`config.mk`:
```
export PLATFORM = sky130hd
export DESIGN_NAME = opnd_fwd_path
export DESIGN_NICKNAME = d
export VERILOG_FILES = /design/src/rtl/opfw_pkg.sv /design/src/rtl/opfw_select.sv /design/src/rtl/opfw_opmux.sv /design/src/rtl/opfw_regfile.sv /design/src/rtl/opnd_fwd_path.sv
export SDC_FILE = /design/constraint.sdc
export NUM_CORES = 2
export LEC_CHECK = 0
export ABC_CLOCK_PERIOD_IN_PS = 2300
export BUFFER_PORTS_ARGS = -buffer_cell sky130_fd_sc_hd__buf_2
export CAP_MARGIN = 0
export CELL_PAD_IN_SITES_DETAIL_PLACEMENT = 0
export CELL_PAD_IN_SITES_GLOBAL_PLACEMENT = 1
export CORE_UTILIZATION = 30
export DETAILED_ROUTE_END_ITERATION = 8
export PLACE_DENSITY = 0.51
export RECOVER_POWER = 50
export SYNTH_ARGS = -nofsm -noshare
export SYNTH_HDL_FRONTEND = slang
export SYNTH_SLANG_ARGS = --single-unit
```
`constraint.sdc`:
```
create_clock -name clk -period 2.3 [get_ports clk]
set_clock_uncertainty 0.1 [all_clocks]
set_input_delay 0.23 -clock clk [delete_from_list [all_inputs] [get_ports clk]]
set_output_delay 0.23 -clock clk [all_outputs]
set_load 0.02 [all_outputs]
```
`src/rtl/opfw_pkg.sv`:
```
package opfw_pkg;
    typedef enum logic [1:0] {
        SEL_PIPE = 2'b00,
        SEL_LATE = 2'b01,
        SEL_NEAR = 2'b10
    } opnd_src_e;
endpackage

```
`src/rtl/opfw_select.sv`:
```
module opfw_select #(
    parameter int AW = 5
) (
    input  logic [AW-1:0]        src,
    input  logic                 near_wen,
    input  logic [AW-1:0]        near_rd,
    input  logic                 late_wen,
    input  logic [AW-1:0]        late_rd,
    output opfw_pkg::opnd_src_e  sel
);
    logic near_hit;
    logic late_hit;

    always_comb begin
        near_hit = near_wen && (near_rd != '0) && (near_rd == src);
        late_hit = late_wen && (late_rd != '0) && (late_rd == src);
        if (near_hit)
            sel = opfw_pkg::SEL_NEAR;
        else if (late_hit)
            sel = opfw_pkg::SEL_LATE;
        else
            sel = opfw_pkg::SEL_PIPE;
    end
endmodule

```
`src/rtl/opfw_opmux.sv`:
```
module opfw_opmux #(
    parameter int DW = 32
) (
    input  opfw_pkg::opnd_src_e sel,
    input  logic [DW-1:0]       pipe_val,
    input  logic [DW-1:0]       near_val,
    input  logic [DW-1:0]       late_val,
    output logic [DW-1:0]       opnd
);
    always_comb begin
        case (sel)
            opfw_pkg::SEL_NEAR: opnd = near_val;
            opfw_pkg::SEL_LATE: opnd = late_val;
            default:            opnd = pipe_val;
        endcase
    end
endmodule

```
`src/rtl/opfw_regfile.sv`:
```
module opfw_regfile #(
    parameter int DW  = 32,
    parameter int AW  = 5,
    parameter int NRD = 2
) (
    input  logic                    clk,
    input  logic                    rst_n,
    input  logic                    we,
    input  logic [AW-1:0]           wa,
    input  logic [DW-1:0]           wd,
    input  logic [NRD-1:0][AW-1:0]  ra,
    output logic [NRD-1:0][DW-1:0]  rd
);
    localparam int NREG = 1 << AW;

    typedef struct packed {
        logic [NREG-1:0][DW-1:0] regs;
    } rf_state_t;

    rf_state_t st_d;
    rf_state_t st_q;
    logic      wr_live;

    assign wr_live = we && (wa != '0);

    always_comb begin
        st_d = st_q;
        if (wr_live)
            st_d.regs[wa] = wd;
        st_d.regs[0] = '0;
    end

    always_ff @(posedge clk or negedge rst_n) begin
        if (!rst_n)
            st_q <= '0;
        else
            st_q <= st_d;
    end

    for (genvar p = 0; p < NRD; p++) begin : g_rport
        always_comb begin
            if (wr_live && (ra[p] == wa))
                rd[p] = wd;
            else
                rd[p] = st_q.regs[ra[p]];
        end
    end

    // a live write is stored in the addressed entry
    p_write_lands_r8: assert property (@(posedge clk) disable iff (!rst_n)
        wr_live |=> (st_q.regs[$past(wa)] == $past(wd)));

    // entry zero stays zero
    p_zero_entry_r8: assert property (@(posedge clk) disable iff (!rst_n)
        st_q.regs[0] == '0);
endmodule

```
`src/rtl/opnd_fwd_path.sv`:
```
module opnd_fwd_path #(
    parameter int DW = 32,
    parameter int AW = 5
) (
    input  logic          clk,
    input  logic          rst_n,
    input  logic [AW-1:0] id_rs,
    input  logic [AW-1:0] id_rt,
    output logic [DW-1:0] rf_rd_a,
    output logic [DW-1:0] rf_rd_b,
    input  logic [AW-1:0] ex_rs,
    input  logic [AW-1:0] ex_rt,
    input  logic [DW-1:0] ex_val_a,
    input  logic [DW-1:0] ex_val_b,
    input  logic          mem_wen,
    input  logic [AW-1:0] mem_rd,
    input  logic [DW-1:0] mem_result,
    input  logic          wb_wen,
    input  logic [AW-1:0] wb_rd,
    input  logic [DW-1:0] wb_value,
    output logic [1:0]    fwd_sel_a,
    output logic [1:0]    fwd_sel_b,
    output logic [DW-1:0] opnd_a,
    output logic [DW-1:0] opnd_b
);
    localparam int NOP = 2;

    logic [NOP-1:0][AW-1:0]   src_num;
    logic [NOP-1:0][DW-1:0]   pipe_val;
    logic [NOP-1:0][DW-1:0]   opnd_v;
    opfw_pkg::opnd_src_e      sel_v [NOP];
    logic [NOP-1:0][AW-1:0]   rf_ra;
    logic [NOP-1:0][DW-1:0]   rf_rd;

    assign src_num  = {ex_rt, ex_rs};
    assign pipe_val = {ex_val_b, ex_val_a};
    assign rf_ra    = {id_rt, id_rs};

    for (genvar k = 0; k < NOP; k++) begin : g_opnd
        opfw_select #(.AW(AW)) u_sel (
            .src      (src_num[k]),
            .near_wen (mem_wen),
            .near_rd  (mem_rd),
            .late_wen (wb_wen),
            .late_rd  (wb_rd),
            .sel      (sel_v[k])
        );
        opfw_opmux #(.DW(DW)) u_mux (
            .sel      (sel_v[k]),
            .pipe_val (pipe_val[k]),
            .near_val (mem_result),
            .late_val (wb_value),
            .opnd     (opnd_v[k])
        );
    end

    opfw_regfile #(.DW(DW), .AW(AW), .NRD(NOP)) u_rf (
        .clk   (clk),
        .rst_n (rst_n),
        .we    (wb_wen),
        .wa    (wb_rd),
        .wd    (wb_value),
        .ra    (rf_ra),
        .rd    (rf_rd)
    );

    assign fwd_sel_a = sel_v[0];
    assign fwd_sel_b = sel_v[1];
    assign opnd_a    = opnd_v[0];
    assign opnd_b    = opnd_v[1];
    assign rf_rd_a   = rf_rd[0];
    assign rf_rd_b   = rf_rd[1];

    // the reserved code never leaves the selectors
    p_no_code11_r1: assert property (@(posedge clk) disable iff (!rst_n)
        (fwd_sel_a != 2'b11) && (fwd_sel_b != 2'b11));

    // the nearer stage takes operand A when it qualifies
    p_near_wins_r4: assert property (@(posedge clk) disable iff (!rst_n)
        (mem_wen && (mem_rd != '0) && (mem_rd == ex_rs))
        |-> ((fwd_sel_a == 2'b10) && (opnd_a == mem_result)));

    // nothing is forwarded while both producers are idle
    p_idle_r5: assert property (@(posedge clk) disable iff (!rst_n)
        (!mem_wen && !wb_wen)
        |-> ((fwd_sel_a == 2'b00) && (fwd_sel_b == 2'b00) && (opnd_b == ex_val_b)));

    // source register 0 is never forwarded
    p_zero_src_r6: assert property (@(posedge clk) disable iff (!rst_n)
        (ex_rt == '0) |-> ((fwd_sel_b == 2'b00) && (opnd_b == ex_val_b)));

    // same-cycle write is visible on the read port
    p_bypass_r9: assert property (@(posedge clk) disable iff (!rst_n)
        (wb_wen && (wb_rd != '0) && (id_rs == wb_rd)) |-> (rf_rd_a == wb_value));
endmodule

```
## Word-level counts from Yosys, hierarchy flattened

Cells that the tools add are included.

| storage, ports and cells | value |
|---|---|
| register bits | 992 |
| output and inout bits | 132 |
| logic and storage cells | 71 |

| cells by class | value |
|---|---|
| $lt $le $gt $ge | 4 |
| equal/unequal tests | 10 |
| mux-type cells | 15 |
| reduce and logical (&&, ||, !) cells | 11 |

Operators with widths:

| operator | number |
|---|---|
| 1024-bit bitwise mux | 1 |
| 32-bit binary-select mux with 5-bit select | 2 |
| 32-bit demux with 5-bit select | 1 |
| 32-bit two-way mux | 5 |
| 32-bit one-hot mux with 2 select lines | 2 |
| 5-bit equality test | 6 |
| 5-bit by 6-bit less-than comparator with 1-bit output (second input constant) | 3 |
| 5-bit nonzero test | 2 |
| 1-bit logical AND | 9 |
| 5-bit by 1-bit >= comparator with 1-bit output (second input constant) | 1 |
| 2-bit by 1-bit equality test with 1-bit output (second input constant) | 2 |
| 2-bit equality test (second input constant) | 2 |
| 2-bit two-way mux | 2 |
| 1-bit two-way mux | 2 |

## Depth between registers and ports, before layout

| depth | value |
|---|---|
| word-level depth | 7 |
| mapped depth | 11 |
| gate-level depth less buffers | 5 |

## Modules after synthesis

A second synthesis with hierarchy kept.

| second synthesis, totals | value |
|---|---|
| cell total of the unflattened synthesis | 4051 |
| area total of the unflattened synthesis | 55326.8 um^2 |

By module, submodules not included:

| module | times used | cells an instance | area an instance (um^2) | seq. area each (um^2) |
|---|---|---|---|---|
| opfw_regfile | 1 | 3783 | 53735.3 | 24823.8 |
| opfw_opmux | 2 | 113 | 636.9 | 0.0 |
| opfw_select | 2 | 21 | 158.9 | 0.0 |

## Least setup slack after synthesis

Ideal clock, no wire load.

| timing path | value |
|---|---|
| path kind | input-to-output |
| from | input wb_rd[1] |
| to | output rf_rd_b[9] |
| data arrival time | 2368 ps |
| slack | -398 ps |
| stages on the path | 8 |
| path buffers | 3 |
| cell sequence | buf_2 or2_1 buf_2 o41ai_4 nor4_2 clkbuf_1 or3_1 o21ai_0 |

| on the way | value |
|---|---|
| longest elaborated chain between the ends | 4 |
| elaborated cells on any way between the ends | 5 |
| classes of those cells | eq/ne: 1; mux: 1; reduce/logical: 3 |

Ends and longest elaborated chain:

| what | RTL line | source |
|---|---|---|
| start, declared | opnd_fwd_path.sv:19 | `input logic [AW-1:0] wb_rd,` |
| 5-bit nonzero test | opfw_regfile.sv:24 | `assign wr_live = we && (wa != '0);` |
| 1-bit logical AND | opfw_regfile.sv:24 |  |
| 1-bit logical AND * | opfw_regfile.sv:42 | `if (wr_live && (ra[p] == wa))` |
| 32-bit two-way mux * | opfw_regfile.sv:42 |  |
| end, declared | opnd_fwd_path.sv:10 | `output logic [DW-1:0] rf_rd_b,` |

Every way passes the cells marked *; elsewhere a longest branch is shown, timed or not.

## Worst setup path in the final report

| timing path | value |
|---|---|
| from | input wb_rd[0] |
| to | output rf_rd_a[25] |

| on the way | value |
|---|---|
| longest elaborated chain between the ends | 4 |
| elaborated cells on any way between the ends | 5 |
| classes of those cells | eq/ne: 1; mux: 1; reduce/logical: 3 |

Ends and longest elaborated chain:

| what | RTL line | source |
|---|---|---|
| 5-bit nonzero test | opfw_regfile.sv:24 |  |
| 1-bit logical AND | opfw_regfile.sv:24 |  |
| 1-bit logical AND * | opfw_regfile.sv:42 |  |
| 32-bit two-way mux * | opfw_regfile.sv:42 |  |
| end, declared | opnd_fwd_path.sv:9 | `output logic [DW-1:0] rf_rd_a,` |

Marks and branches as above.

==> Implementation_results.wiki <==
{| class="wikitable"
! Metric !! Value
|-
| Origin of the critical flop-to-flop path || u_rf.st_q[1000]
|-
| Num rows || 156
|-
| Area growth from synthesis to final layout || 32.1%
|-
| Count of pins over their slew limit || 26
|-
| Number of vias in the routed layout || 39300
|-
| End of the worst register-to-register path || u_rf.st_q[1000]
|-
| Relative slew slack || -13.8%
|-
| GR Overflow Total || 0
|-
| Synthesis Warnings || 0
|-
| Initial detailed-routing violation count || 2509
|-
| CTS HTree Levels || 3
|-
| Share of flip-flops with an asynchronous set or reset after synthesis || 100%
|-
| Total of endpoints with negative setup slack in the final report || 647
|-
| Max reg flops || 992
|-
| Top post-synthesis cells by area || dfrtp_1, mux2_2, mux4_2, mux2i_1, clkbuf_1
|-
| Highest attainable clock frequency || 317 MHz
|-
| Wirelength per Cell || 31.0 µm
|-
| Number of top-level design ports || 294
|-
| Cell area after synthesis || 55000 µm²
|-
| Count of nets left with antenna violations after detail routing || 0
|-
| Final setup slack of the worst path || -0.852 ns
|-
| Synthesis-stage register bit count || 992
|-
| Worst-path cell chain || clkbuf_2 > clkbuf_1 > xnor2_1 > nand3_1 > nor4_4 > buf_12 > buf_12 > a211oi_1 > buf_4 > nor3_2 > buf_4
|-
| Leakage power figure || 31.4 nW
|-
| Post-layout net count || 4848
|-
| Maximum single-stage delay on the critical path || 0.42 ns
|-
| Design Power || 57.9 mW
|-
| Antenna violations before repair || 7
|-
| Post-Syn Instances || 3913
|-
| Cell variety after synth || 41
|-
| Worst hold margin || 0.0537 ns
|-
| Source-to-sink clock delay at the later pin of the worst-skew pair || 0.74 ns
|-
| Most used flip-flop cell after synthesis || dfrtp_1
|-
| First-pass GRT wire length || 318000 µm
|-
| Critical path fanouts, max || 15
|-
| Die height || 430 µm
|-
| Global-route usage over all layers || 23.8%
|-
| Worst voltage drop across the vdd grid || 0.659 mV
|-
| Endpoint class of the critical path || output pin
|-
| Critical path startpoint category || input port
|-
| Worst hold path startpoint || wb_value[0]
|-
| Clock buffer count from CTS || 115
|-
| Clk Tree Root Cell || clkbuf_16
|-
| CP Class || input port to output pin
|-
| Required @ worst endpoint || 1.97 ns
|-
| Crit path launch || wb_rd[0]
|-
| Cells on worst reg2reg path || 3
|-
| Fill cells || 17000
|-
| TritonCTS clock tree || yes
|-
| Count of flip-flops with a built-in enable after synthesis || 0
|-
| Maximum number of pins on one net before global-route repair || 71
|-
| Kind of path behind the tightest hold check || input port to register
|-
| Actual slew at the worst max-slew pin || 1.71 ns
|-
| Slowest cell on the critical path || clkbuf_1
|-
| Drc violations || 0
|-
| Maximum clock path buffer count || 3
|-
| Width of the die || 430 µm
|-
| Mapped Nets || 4075
|-
| Area leader, netlist || dfrtp_1
|-
| Overall die area || 185000 µm²
|-
| Largest registers in the final layout || u_rf.st_q x992
|-
| Crit path DAT || 2.82 ns
|-
| Post-route clock period utilization || 137%
|-
| Final worst path period need || 3.15 ns
|-
| Clock-pin slew of the registers on the worst-case setup and hold paths || 0.06 ns
|-
| Detailed placer's ending HPWL || 151000 µm
|-
| Unrepaired setup endpoints after global routing || yes
|-
| Number of port buffers || 293
|-
| Area fraction of the dominant cell type after synthesis || 45.2%
|-
| Ratio of cells with drive above 1 in the final layout || 64.3%
|-
| Register area share after synthesis || 45.2%
|-
| Total power divided by cell area || 798 nW/µm²
|-
| Sink count of the clock tree || 992
|-
| Initial core utilization || 30.3%
|-
| Final RePlAce weighted congestion || 0.863
|-
| Syn Area/Cell || 14.0 µm²
|-
| Worst setup path endpoint || rf_rd_a[25]
|-
| Register-to-register path setup slack || 1.20 ns
|-
| Violated checks || capacitance limit, slew limit, setup timing
|-
| Final-report hold violation count || 0
|-
| Iteration count of the initial detailed-routing pass || 5
|-
| Result of the run || finished with violations
|-
| Total detailed-routing wirelength || 222000 µm
|-
| Number of max-cap violations || 1
|-
| Largest reg by FF count || u_rf.st_q
|-
| Core region area || 181000 µm²
|-
| Vias per std cell || 5.50
|-
| Number of global-route vias before repair || 41100
|}
through the flow:
stage	area, µm²	cells	setup WS, ns	utilization [%]	TNS, ns
floorplan	56100	3913	-0.251	-	-10.70
global placement	66600	6864	-0.700	36.7	-97.52
detailed placement	66600	6864	-0.674	36.7	-95.99
CTS	72800	7130	-0.855	40.1	-49.06
global route	72600	7155	-0.855	40.0	-158.80
finish	72600	7157	-0.852	40.0	-102.63
placed cells by master (no fill, tap or decap), types with 19 or more instances in the layout:
cell / instances
buf_12: 135
o21ai_1: 49
clkbuf_16: 122
a221oi_2: 29
dfrtp_1: 992
buf_6: 137
o22ai_1: 50
mux2_2: 1080
o22ai_2: 20
clkbuf_1: 46
o22ai_4: 25
nand2_1: 127
nor2b_1: 19
nor2_1: 51
mux2_4: 32
clkbuf_8: 39
clkbuf_2: 37
mux2i_1: 152
a221oi_1: 63
nor3_4: 20
buf_4: 565
nor3_1: 27
o21ai_4: 30
buf_2: 152
mux4_2: 421
worst min-delay path by stage:
stage	endpoint	cells past startpoint
2_1_floorplan	u_rf.st_q[1000]	0
3_5_place_dp	u_rf.st_q[512]	1
4_1_cts	u_rf.st_q[384]	3
5_1_grt	u_rf.st_q[128]	3
3_3_place_gp	u_rf.st_q[512]	1
6_report	u_rf.st_q[384]	3
metal layers:
metal	GRT usage [%]	wire length (µm)	vias to the layer above
li1	-	-	16700
met1	32.5	97700	21500
met2	39.4	108000	904
met3	2.58	8550	251
met4	7.51	6940	0
met5	0	0	-
final cells by class:
cell class	count	area, µm²	area share, %
multi-input cells	2488	30900	42.5
flip-flops and latches	992	24800	34.2
repair buffers	1089	10000	13.8
clock buffers	184	3590	4.95
well taps	2370	2970	4.08
clock inverters	30	360	0.496
diodes	4	10.0	0.0138
synthesized netlist by cell type, drive strengths merged (25+ instances only):
cell type and number:
o22ai 95, clkbuf 255, nor3b 29, mux2 1112, nor2b 25, o21ai 98, dfrtp 992, a211oi 32
mux2i 165, nor3 56, a221oi 94, or3 35, nor2 69, mux4 421, nand2 131, buf 178
kinds of logic after synthesis:
kind of cell              count (synthesis)  share of synthesized area [%]
buffers and inverters                   433                           3.18
muxes                                  1698                           43.0
xor gates and xnor gates                 30                          0.478
AOI/OAI and AO/OA                       374                           4.69
DFF                                     992                           45.2
and+or+nand+nor                         386                           3.45
critical path, delay by kind of cell:
kind / cells / cell delay (ns)
buffers and inverters: 6 / 1.47
AND/OR/NAND/NOR: 3 / 0.84
XOR/XNOR: 1 / 0.17
AO/OA/AOI/OAI: 1 / 0.06
power breakdown:
group,leakage [nW],total [mW],switching [mW],internal (mW)
Clock,1.94,19.2,7.91,11.3
Sequential,12.7,23.3,2.45,20.9
Combinational,16.7,15.4,6.41,8.97
timing repair:
action                                  in CTS  in global routing
endpoints found under the setup margin     130                129
hold buffers                                16                  0
pin swaps                                  135                 76
endpoints found under the hold margin      791                  0
setup buffers                               50                 26
gates resized for setup                    423                117
gates cloned                                 1                  4
No activity file was read; power rests on OpenSTA's default activity.
